### config.mk
export PLATFORM = sky130hd
export DESIGN_NAME = voice_seq
export DESIGN_NICKNAME = d
export VERILOG_FILES = /design/src/rtl/voice_seq_pkg.sv /design/src/rtl/seq_boot_timer.sv /design/src/rtl/seq_cond_eval.sv /design/src/rtl/seq_regs.sv /design/src/rtl/voice_seq.sv
export SDC_FILE = /design/constraint.sdc
export NUM_CORES = 1
export LEC_CHECK = 0
export BUFFER_PORTS_ARGS = -buffer_cell sky130_fd_sc_hd__buf_4
export CAP_MARGIN = 15
export CELL_PAD_IN_SITES_DETAIL_PLACEMENT = 0
export CELL_PAD_IN_SITES_GLOBAL_PLACEMENT = 1
export CORE_AREA = 2 2 88 90
export DETAILED_ROUTE_END_ITERATION = 6
export DIE_AREA = 0 0 90 92
export GPL_ROUTABILITY_DRIVEN = 0
export PLACE_DENSITY = 0.9
export SLEW_MARGIN = 20
export SYNTH_ARGS = -nofsm -noshare
export SYNTH_HDL_FRONTEND = slang
export SYNTH_SLANG_ARGS = --single-unit
### constraint.sdc
create_clock -name clk -period 2.3 [get_ports clk]
set_input_delay 0.115 -clock clk [delete_from_list [all_inputs] [get_ports clk]]
set_output_delay 0.115 -clock clk [all_outputs]
set_load 0.1 [all_outputs]
### src/rtl/voice_seq_pkg.sv
package voice_seq_pkg;

    localparam int INSTR_W  = 16;
    localparam int GRP_W    = 8;
    localparam int POI_GRP  = 32;

    typedef enum logic [2:0] {
        OP_END    = 3'd0,
        OP_LDPTR  = 3'd1,
        OP_LDEN   = 3'd2,
        OP_LDSTOP = 3'd3,
        OP_LDMODE = 3'd4,
        OP_JPIMM  = 3'd5,
        OP_JPPTR  = 3'd6,
        OP_PLAY   = 3'd7
    } op_e;

    typedef enum logic [2:0] {
        ST_BOOT,
        ST_FETCH,
        ST_DECODE,
        ST_PLAY,
        ST_IDLE
    } state_e;

    typedef struct packed {
        op_e        op;
        logic [3:0] cond;
        logic       spare;
        logic [7:0] imm;
    } instr_t;

endpackage

### src/rtl/seq_boot_timer.sv
module seq_boot_timer #(
    parameter int BOOT_CYC = 480000
) (
    input  logic clk,
    input  logic rst_n,
    output logic done
);
    localparam int CNT_W = $clog2(BOOT_CYC + 1);
    localparam logic [CNT_W-1:0] LIMIT = CNT_W'(BOOT_CYC);

    logic [CNT_W-1:0] cnt;

    always_ff @(posedge clk or negedge rst_n) begin
        if (!rst_n)
            cnt <= '0;
        else if (cnt != LIMIT)
            cnt <= cnt + 1'b1;
    end

    assign done = (cnt == LIMIT);
endmodule

### src/rtl/seq_cond_eval.sv
module seq_cond_eval (
    input  logic [3:0] cond,
    input  logic [3:0] pin_lvl,
    input  logic       final_rep,
    output logic       ok
);
    always_comb begin
        if (cond[3])
            ok = (pin_lvl[cond[2:1]] == cond[0]);
        else
            ok = !cond[0] || final_rep;
    end
endmodule

### src/rtl/seq_regs.sv
module seq_regs (
    input  logic       clk,
    input  logic       rst_n,
    input  logic       wr_ptr,
    input  logic       wr_en,
    input  logic       wr_stop,
    input  logic       wr_mode,
    input  logic [7:0] wdata,
    output logic [7:0] ptr,
    output logic [7:0] en,
    output logic [2:0] stop,
    output logic [3:0] mode
);
    always_ff @(posedge clk or negedge rst_n) begin
        if (!rst_n) begin
            ptr  <= 8'h00;
            en   <= 8'hFF;
            stop <= 3'b111;
            mode <= 4'hF;
        end else begin
            if (wr_ptr)  ptr  <= wdata;
            if (wr_en)   en   <= wdata;
            if (wr_stop) stop <= wdata[2:0];
            if (wr_mode) mode <= wdata[7:4];
        end
    end
endmodule

### src/rtl/voice_seq.sv
module voice_seq
    import voice_seq_pkg::*;
#(
    parameter int IDX_W    = 4,
    parameter int BOOT_CYC = 480000
) (
    input  logic                   clk,
    input  logic                   rst_n,
    input  logic                   vec_req,
    input  logic [2:0]             vec_num,
    input  logic [3:0]             pin_lvl,
    input  logic                   final_rep,
    output logic                   mem_rd,
    output logic [GRP_W+IDX_W-1:0] mem_addr,
    input  logic [INSTR_W-1:0]     mem_data,
    output logic                   play_start,
    output logic [7:0]             play_arg,
    input  logic                   play_done,
    output logic                   play_abort,
    output logic [2:0]             stop_o,
    output logic [7:0]             en_o,
    output logic [3:0]             mode_o
);
    localparam int ADDR_W = GRP_W + IDX_W;
    localparam logic [IDX_W-1:0] SLOT0 = '0;
    localparam logic [GRP_W-1:0] POI   = GRP_W'(POI_GRP);

    state_e            state, state_nx;
    instr_t            ins;
    logic [GRP_W-1:0]  pc_grp;
    logic [IDX_W-1:0]  pc_idx;
    logic              boot_done;
    logic              cond_ok;
    logic              exec;
    logic [7:0]        ptr;

    assign ins  = instr_t'(mem_data);
    assign exec = (state == ST_DECODE) && !vec_req;

    seq_boot_timer #(.BOOT_CYC(BOOT_CYC)) u_boot (
        .clk   (clk),
        .rst_n (rst_n),
        .done  (boot_done)
    );

    seq_cond_eval u_cond (
        .cond      (ins.cond),
        .pin_lvl   (pin_lvl),
        .final_rep (final_rep),
        .ok        (cond_ok)
    );

    seq_regs u_regs (
        .clk     (clk),
        .rst_n   (rst_n),
        .wr_ptr  (exec && ins.op == OP_LDPTR  && cond_ok),
        .wr_en   (exec && ins.op == OP_LDEN   && cond_ok),
        .wr_stop (exec && ins.op == OP_LDSTOP && cond_ok),
        .wr_mode (exec && ins.op == OP_LDMODE),
        .wdata   (ins.imm),
        .ptr     (ptr),
        .en      (en_o),
        .stop    (stop_o),
        .mode    (mode_o)
    );

    // state register
    always_ff @(posedge clk or negedge rst_n) begin
        if (!rst_n) state <= ST_BOOT;
        else        state <= state_nx;
    end

    // next-state logic
    always_comb begin
        state_nx = state;
        if (vec_req) begin
            state_nx = ST_FETCH;
        end else begin
            unique case (state)
                ST_BOOT:   if (boot_done) state_nx = ST_FETCH;
                ST_FETCH:  state_nx = ST_DECODE;
                ST_DECODE: begin
                    unique case (ins.op)
                        OP_END:  state_nx = ST_IDLE;
                        OP_PLAY: state_nx = ST_PLAY;
                        default: state_nx = ST_FETCH;
                    endcase
                end
                ST_PLAY:   if (play_done) state_nx = ST_FETCH;
                ST_IDLE:   state_nx = ST_IDLE;
                default:   state_nx = ST_IDLE;
            endcase
        end
    end

    // program counter
    always_ff @(posedge clk or negedge rst_n) begin
        if (!rst_n) begin
            pc_grp <= '0;
            pc_idx <= '0;
        end else if (vec_req) begin
            pc_grp <= {{(GRP_W-3){1'b0}}, vec_num};
            pc_idx <= SLOT0;
        end else if (state == ST_BOOT && boot_done) begin
            pc_grp <= POI;
            pc_idx <= SLOT0;
        end else if (state == ST_DECODE) begin
            if (ins.op == OP_JPIMM && cond_ok) begin
                pc_grp <= {1'b0, ins.imm[6:0]};
                pc_idx <= SLOT0;
            end else if (ins.op == OP_JPPTR && cond_ok) begin
                pc_grp <= ptr;
                pc_idx <= SLOT0;
            end else if (ins.op != OP_END) begin
                pc_idx <= pc_idx + 1'b1;
            end
        end
    end

    // registered handshake outputs
    always_ff @(posedge clk or negedge rst_n) begin
        if (!rst_n) begin
            play_start <= 1'b0;
            play_arg   <= '0;
            play_abort <= 1'b0;
        end else begin
            play_start <= exec && ins.op == OP_PLAY;
            play_abort <= vec_req && state == ST_PLAY;
            if (exec && ins.op == OP_PLAY)
                play_arg <= ins.imm;
        end
    end

    assign mem_rd   = (state == ST_FETCH);
    assign mem_addr = ADDR_W'({pc_grp, pc_idx});
endmodule

==> impl_metrics.ini <==
[grt]
grt_pass1_wl_um = 10800
antenna_found_initial = 0
grt_max_degree = 68
overflow = 0
grt_pass1_vias = 2225
grt_usage_pct = 16.3

[detailed_routing]
routed_wl_um = 6500
via_count = 2277
wire_per_inst_um = 14.5
drtAntennaViolNets = 0
drt-pass1-iter-count = 4
drc = 0
vias_per_cell = 5.06
drt_first_iter_violations = 198

[job]
drv_cap = 0

[placed_design]
dpl.hpwl_um = 4760
port_buffers = 64

[synth]
ys.flop_type = dfrtp_1
syn_avg_cell_area_um2 = 12.2
ys_types = 51
async_flop_share_pct = 100
ys.warnings.count = 0
ys_ff_latch = 67
synth_cells = 252
synth_nets = 283
netlist_area_um2 = 3080
synth_edf_count = 0
yosysSeqAreaShare_pct = 55.0

[run_status]
outcome = completed

[die]
core_area_um2 = 7450
start_util_pct = 41.4
dieHeight_um = 92
dieArea_um2 = 8280
fp-row-count = 32
pin_count = 66
die_w_um = 90

[critical_path]
criticalPathCategory = register to register
critPathLaunchType = register
crit_arrival_ns = 2.45
critPathMaxFanout = 7
endpoint_kind = register
required_ns = 2.57

[sta]
timing.setup.tns_ns = 0
worst_slew_pin_slew_ns = 0.830
fin_worst_skew_ns = 0.00766
max_slew_margin_pct = 44.7
finalHoldViolations = 0
max_clock_freq_mhz = 458
timing.final.crit_share_pct = 94.9
period_needed_ns = 2.18
rsz0062_at_grt = no
drv_slew = 0
setup_violations = 0

[power]
power_mw = 3.22
p_clk_share_pct = 30.6
ir_drop_v = 0.000480
power.leakage_nw = 1.86
internal_power_mw = 2.02
seqPwrFrac_pct = 41.5
power_density_nw_per_um2 = 799
p_sw_mw = 1.20
pwr-share-comb_pct = 27.8
swShare_pct = 37.2

[layout]
drive_gt1_share_pct = 45.4
diodes = 0
nFillCells = 669
nets = 374
area_growth_syn_to_layout_pct = 30.7

[clocking]
clk_path_buf_depth = 2
post-cts-setup-buffers = 0
insertion_delay_ns = 0.34
cts_buffers = 9
cts.clk_slew.worst_paths_ns = 0.08
cts_sinks = 67
cts_root_buf = clkbuf_8
cts_tree = built
htreeDepth = 3

[hold_path]
hold_class = input pin to register
==> final cells by class <==
class / instances / area [um2] / share of cell area (%)
sequential: 67 / 1700 / 42.1
multi-input combinational: 173 / 1330 / 33.0
timing repair buffer: 84 / 643 / 16.0
tap: 102 / 128 / 3.17
clock buffer: 9 / 124 / 3.08
clock inverter: 7 / 76.3 / 1.90
inverter: 8 / 30.0 / 0.746
==> kinds of logic (layout without fill, tap and decap cells) <==
family	after synthesis	after routing	synth area share, %
AOI/OAI and AO/OA	28	28	6.30
buffers and inverters	12	108	1.99
adders and majority gates	3	3	1.22
muxes	40	40	14.7
xor gates and xnor gates	19	19	5.40
DFF	67	67	55.0
and+or+nand+nor	83	83	15.3
==> final timing paths <==
| kind | startpoint | to | slack, ns | cells after the start |
|---|---|---|---|---|
| setup / recovery | u_boot.cnt[11] | pc_idx[1] | 0.12 | 4 |
| hold / removal | mem_data[3] | play_arg[3] | 0.03 | 2 |
| setup reg to reg | u_boot.cnt[11] | pc_idx[1] | 0.12 | 4 |
| hold reg to reg | u_boot.cnt[18] | u_boot.cnt[18] | 0.48 | 1 |
| max in group asynchronous | rst_n | u_boot.cnt[9] | 1.34 | 2 |
| min in group asynchronous | rst_n | u_regs.ptr[4] | 0.41 | 2 |
==> worst max-delay path: stages (launching register included) <==
cell and delay, ns:
dfrtp_1 0.42, or4_4 0.56, o41a_2 0.55, or3b_2 0.46
a21oi_1 0.12
==> per-layer routing <==
metal  global-route usage (%)  up-vias  part of all wire (%)
met5                        0        -                     0
met4                     5.00        0                   1.0
met3                     4.77        8                   5.8
met2                     24.1       61                    45
met1                     23.2     1126                    48
li1                         -     1082                     -
==> power by group through the flow <==
stage          Combinational, mW  Clock [mW]  Sequential (mW)
2_1_floorplan              0.170           0             1.86
3_3_place_gp               0.882           0             1.36
3_5_place_dp               0.894           0             1.36
4_1_cts                    0.901        1.01             1.34
5_1_grt                    0.933        1.05             1.35
6_report                   0.896       0.985             1.34
==> stage by stage <==
step / instance area (um2) / hold WS, ns / utilization, % / worst slack (ns) / std cells
after global placement: 3770 / 0.259 / 50.6 / 0.128 / 429
after global routing: 4030 / 0.0172 / 54.1 / 0.0355 / 450
after detailed placement: 3770 / 0.269 / 50.6 / 0.106 / 429
after floorplan: 3080 / -0.181 / - / 0.208 / 252
final: 4030 / 0.0291 / 54.1 / 0.117 / 450
after CTS: 4020 / 0.0142 / 54.0 / 0.0615 / 450
==> cell usage in the layout, fill, tap and decap left out, types with 6 or more instances in the layout <==
| cell | instances |
|---|---|
| nor2_1 | 14 |
| nand3_1 | 10 |
| buf_4 | 79 |
| dfrtp_1 | 52 |
| mux2_2 | 33 |
| dfstp_2 | 15 |
| mux2i_1 | 6 |
| xnor2_1 | 12 |
| a21oi_1 | 8 |
| nand2_1 | 23 |
| clkbuf_8 | 9 |
| xor2_1 | 7 |
| inv_1 | 8 |
==> cells in the mapped netlist (3+ instances only) <==
cell type / instances / share of area, %
ha_1: 3 / 1.2
a211oi_1: 4 / 0.97
nor2_1: 14 / 1.7
a21oi_1: 8 / 1.3
nand4_1: 3 / 0.61
xor2_1: 7 / 2.0
inv_1: 8 / 0.97
dfrtp_1: 52 / 42
nand2b_1: 3 / 0.61
xnor2_1: 12 / 3.4
nor3_1: 3 / 0.49
o221ai_1: 3 / 0.85
o21ai_0: 5 / 0.81
nand2_1: 23 / 2.8
dfstp_2: 15 / 13
mux2_2: 33 / 12
mux2i_1: 6 / 1.9
nand3_1: 10 / 1.6
==> state kept, by name, summed over array words and instances (netlist names), 4 cells and up <==
signal and count:
u_boot.cnt 19, pc_grp 8, u_regs.mode 4, play_arg 8, pc_idx 4, u_regs.en 8, u_regs.ptr 8
==> timing repair <==
item | CTS | global route
resized for setup | 0 | 1
endpoints found under the hold margin | 56 | 0
endpoints found under the setup margin | 0 | 1
hold buffers | 5 | 0
No activity file was read; power rests on OpenSTA's default activity.
